==> config.mk <==
export PLATFORM = sky130hd
export DESIGN_NAME = cart_slot_ctl
export DESIGN_NICKNAME = d
export VERILOG_FILES = /design/src/rtl/cart_slot_ctl.sv
export SDC_FILE = /design/constraint.sdc
export NUM_CORES = 1
export LEC_CHECK = 0
export CAP_MARGIN = 20
export CORE_AREA = 8 8 45 47
export CTS_BUF_LIST = sky130_fd_sc_hd__clkbuf_16
export CTS_CLUSTER_DIAMETER = 50
export DETAILED_ROUTE_END_ITERATION = 12
export DIE_AREA = 0 0 53 55
export DONT_BUFFER_PORTS = 1
export HOLD_SLACK_MARGIN = 0.1
export PLACE_DENSITY = 0.71
export SKIP_CTS_REPAIR_TIMING = 1
export SLEW_MARGIN = 20
export SYNTH_ARGS = -nofsm -noshare
export SYNTH_HDL_FRONTEND = slang
export SYNTH_SLANG_ARGS = --single-unit
==> constraint.sdc <==
create_clock -name clk -period 1.8 [get_ports clk]
set_input_delay 0.09 -clock clk [delete_from_list [all_inputs] [get_ports clk]]
set_output_delay 0.09 -clock clk [all_outputs]
set_load 0.01 [all_outputs]
==> src/rtl/cart_slot_ctl.sv <==
module cart_slot_ctl #(
  parameter int DW        = 16,
  parameter int OFF_DELAY = 100,
  localparam int CW       = $clog2(OFF_DELAY + 1)
) (
  input  logic          clk,
  input  logic          rst_n,
  input  logic          wr_en,
  input  logic          wr_addr,
  input  logic [DW-1:0] wr_data,
  input  logic          rd_addr,
  output logic [DW-1:0] rd_data,
  input  logic          card_present,
  output logic [2:0]    win_en,
  output logic          spi_mode,
  output logic          reg_en,
  output logic          out_en
);

  typedef enum logic [1:0] {PWR_OFF, PWR_PREP, PWR_ON, PWR_DOWN} pwr_t;

  pwr_t         st_q, st_d;
  logic [1:0]   sel_q;
  logic         spi_q;
  logic [CW-1:0] cnt_q;

  logic ctl_wr, sts_wr, powered, expired;
  pwr_t req;

  assign ctl_wr  = wr_en && !wr_addr;
  assign sts_wr  = wr_en && wr_addr;
  assign req     = pwr_t'(wr_data[3:2]);
  assign powered = (st_q == PWR_PREP) || (st_q == PWR_ON);
  assign expired = (cnt_q == CW'(OFF_DELAY - 1));

  always_comb begin
    st_d = st_q;
    if (powered && !card_present)
      st_d = PWR_DOWN;
    else if (st_q == PWR_DOWN) begin
      if (expired) st_d = PWR_OFF;
    end else if (sts_wr && !(st_q == PWR_OFF && req == PWR_ON))
      st_d = req;
  end

  always_ff @(posedge clk) begin
    if (!rst_n) begin
      st_q  <= PWR_OFF;
      sel_q <= 2'd0;
      spi_q <= 1'b0;
      cnt_q <= '0;
    end else begin
      st_q  <= st_d;
      cnt_q <= (st_q == PWR_DOWN) ? cnt_q + 1'b1 : '0;
      if (ctl_wr) begin
        sel_q <= wr_data[1:0];
        spi_q <= wr_data[8];
      end
    end
  end

  assign win_en[0] = (sel_q == 2'd0);
  assign win_en[1] = (sel_q == 2'd2);
  assign win_en[2] = (sel_q == 2'd3);
  assign spi_mode  = spi_q;
  assign reg_en    = powered;
  assign out_en    = (st_q == PWR_ON);

  always_comb begin
    rd_data = '0;
    if (rd_addr) begin
      rd_data[0]   = !card_present;
      rd_data[3:2] = st_q;
    end else begin
      rd_data[1:0] = sel_q;
      rd_data[8]   = spi_q;
    end
  end

  logic [CW-1:0] chk_dwell;
  always_ff @(posedge clk) begin
    if (!rst_n) chk_dwell <= '0;
    else        chk_dwell <= (out_en || reg_en || rd_data[1:0] == 2'b11) ? '0 :
                             ((st_q == PWR_DOWN) ? chk_dwell + 1'b1 : '0);
  end

  p_win_onehot_r2: assert property (@(posedge clk) disable iff (!rst_n) $onehot0(win_en));
  p_no_skip_r6: assert property (@(posedge clk) disable iff (!rst_n)
    (st_q == PWR_OFF) |=> (st_q != PWR_ON));
  p_down_exit_r7: assert property (@(posedge clk) disable iff (!rst_n)
    (st_q == PWR_DOWN) |=> (st_q == PWR_DOWN || st_q == PWR_OFF));
  p_dwell_bound_r7: assert property (@(posedge clk) disable iff (!rst_n)
    (st_q == PWR_DOWN) |-> (chk_dwell < CW'(OFF_DELAY)));
  p_removal_r8: assert property (@(posedge clk) disable iff (!rst_n)
    (reg_en && !card_present) |=> (rd_data[3:2] == 2'd3 || !rd_addr));
  p_switch_r9: assert property (@(posedge clk) disable iff (!rst_n) out_en |-> reg_en);

endmodule

==> flow_metrics.py <==
metrics = {
    "run_status": {
        "outcome": "finished, final reports clean",
    },
    "logic_synthesis": {
        "syn_area_per_cell_sq_um": 8.73,
        "yosys.area.top_type": "dfxtp_1",
        "synth_edf_count": 0,
        "async_reset_ff_frac": 0,
        "synthTopCellsByCount": "12 x dfxtp_1, 11 x buf_4, 8 x nor2b_1",
        "ys.flop_type": "dfxtp_1",
        "synth.area.top_cells": "dfxtp_1 35%, buf_4 12%, ha_1 7.4%, nor2b_1 7.4%, mux2i_1 4.4%",
        "yosysWarnings": 0,
        "synth_top_area_frac": 0.353,
        "synthesis.area_sq_um": 681,
        "ys_seq_area_frac": 0.353,
        "ys_ff_latch": 12,
        "ys_types": 23,
        "yosysMostFrequentCell": "dfxtp_1",
        "syn_inst": 78,
    },
    "cts": {
        "root_buffer": "clkbuf_16",
        "htree_num_levels": 1,
        "clkTransAtPathRegs_ns": 0.04,
        "cts-buffers-inserted": 3,
        "clk_path_buf_depth": 2,
        "cts_sinks": 12,
        "clk_latency_ns": 0.24,
        "cts_tree": "done",
    },
    "timing": {
        "finClkSkew_ns": 0.00486,
        "rsz0062_at_grt": "no",
        "setup_ws_ns": 0.401,
        "fmax_mhz": 715,
        "fin_crit_sh": 0.777,
        "period_needed_ns": 1.40,
        "hold_viol": 0,
        "tns_ns": 0,
        "setup_viol": 0,
        "final-max-slew-violation-count": 0,
    },
    "routing": {
        "drc": 0,
        "drt_iter0_markers": 5,
        "final_antenna_net_count": 0,
        "firstDrtPassIters": 4,
        "wire_per_inst_um": 15.0,
        "wl_um": 1510,
        "vias": 527,
        "viasPerCell": 5.22,
    },
    "die": {
        "core_region_area_sq_um": 1380,
        "die_h_um": 55,
        "rows": 14,
        "die_w_um": 53,
        "die-area_sq_um": 2920,
        "start_util": 0.492,
        "ios": 44,
    },
    "placed_design": {
        "place_congestion": 0.632,
        "io_buffers": 0,
        "post-place-ws_ns": 0.404,
        "dp_hpwl_um": 1070,
    },
    "finish": {
        "syn2layout_area_growth_pct": 13.8,
        "multiInputGateArea_sq_um": 380,
        "fill_cells": 128,
        "final_nets": 112,
        "antenna_cells": 0,
        "seq_area_sq_um": 240,
        "drive_gt1_frac": 0.0353,
    },
    "pwr": {
        "powerDensity_nw_per_um2": 1060,
        "p_leak_nw": 0.321,
        "irDropWorstVdd_mv": 0.897,
    },
    "critical_path": {
        "critical_path_class": "reg -> reg",
        "cp.required_ns": 1.93,
        "critical_path.max_fanout": 5,
        "critPathLaunchType": "register",
        "crit_path_end_kind": "register",
        "cp_data_arrival_time_ns": 1.53,
    },
    "global_routing": {
        "antenna_found_initial": 0,
        "grt_usage": 0.0986,
        "grt_max_degree": 9,
        "grt-ovfl-total": 0,
        "grt_pass1_wl_um": 1980,
        "grt_pass1_vias": 477,
    },
    "hold_path": {
        "min-delay-path-class": "in -> reg",
    },
    "run": {
        "drv_cap": 0,
    },
}
-- final timing paths --
kind                             start                   end  slack [ns]  depth (start not counted)
hold reg to reg    cnt_q[0]$_SDFF_PN0_   cnt_q[0]$_SDFF_PN0_        0.47                          1
setup reg to reg  st_q[1]$_SDFFE_PN0P_  st_q[1]$_SDFFE_PN0P_        0.40                          4
hold / removal                   rst_n   cnt_q[5]$_SDFF_PN0_        0.12                          2
setup / recovery  st_q[1]$_SDFFE_PN0P_  st_q[1]$_SDFFE_PN0P_        0.40                          4
-- cells in the final DEF, fill, tap and decap left out, types with 2 or more instances in the layout --
| cell type | Yosys | routed |
|---|---|---|
| a32o_1 | 2 | 2 |
| nand3b_1 | 2 | 2 |
| mux2i_1 | 3 | 3 |
| dfxtp_1 | 12 | 12 |
| conb_1 | 1 | 11 |
| dlygate4sd3_1 | 0 | 4 |
| nor2b_1 | 8 | 8 |
| o21ai_0 | 3 | 3 |
| nor2_1 | 6 | 6 |
| nand3_1 | 2 | 2 |
| or3_1 | 2 | 2 |
| ha_1 | 4 | 4 |
| and2_1 | 3 | 3 |
| clkbuf_16 | 0 | 3 |
| nand2_1 | 4 | 4 |
| a21oi_1 | 3 | 3 |
| xor2_1 | 2 | 2 |
| inv_1 | 4 | 4 |
-- stage by stage --
stage                     area, sq um  total power, mW  instances  utilization  hold WS, ns
after global placement            656            0.402         93        0.474        0.219
after detailed placement          656            0.405         93        0.474        0.227
final                             774            0.821        101        0.560        0.118
after global routing              774            0.852        101        0.560        0.131
after floorplan                   718            0.406         88            -        0.216
after CTS                         734            0.814         97        0.531      -0.0209
-- cell type report --
| class | instances | share of cell area |
|---|---|---|
| tap | 16 | 0.0258 |
| clock inverter | 1 | 0.00485 |
| inverter | 4 | 0.0194 |
| timing repair buffer | 4 | 0.0517 |
| sequential | 12 | 0.310 |
| multi-input combinational | 61 | 0.491 |
| clock buffer | 3 | 0.0969 |
-- cells by family (layout without fill, tap and decap cells) --
kind of cell | count (synthesis) | in the layout | synth area share
and+or+nand+nor | 29 | 29 | 0.230
AOI/OAI and AO/OA | 11 | 11 | 0.112
other | 1 | 11 | 0.00551
muxes | 3 | 3 | 0.0441
xor gates and xnor gates | 3 | 3 | 0.0386
buffers and inverters | 15 | 12 | 0.143
DFF | 12 | 12 | 0.353
adders and majority gates | 4 | 4 | 0.0735
-- state kept, by name, indices dropped and copies added, names as in the netlist --
register / count
cnt_q: 7
sel_q: 2
spi_mode: 1
st_q: 2
-- where the power goes --
group | internal [mW] | total [mW] | switching, mW
Sequential | 0.281 | 0.297 | 0.0162
Combinational | 0.0463 | 0.112 | 0.0659
Clock | 0.293 | 0.412 | 0.119
Total | 0.620 | 0.821 | 0.201
-- worst max-delay path: stages (launching register included) --
cell,delay (ns)
dfxtp_1,0.39
ha_1,0.23
nand3b_1,0.09
o41a_1,0.33
a32o_1,0.25
-- metal layers --
metal / vias up / track usage / routed length [um]
li1: 253 / - / -
met1: 246 / 0.0888 / 596
met2: 24 / 0.143 / 709
met3: 4 / 0.0508 / 134
met4: 0 / 0.129 / 70
met5: - / 0 / 0
No activity file was read; power rests on OpenSTA's default activity.
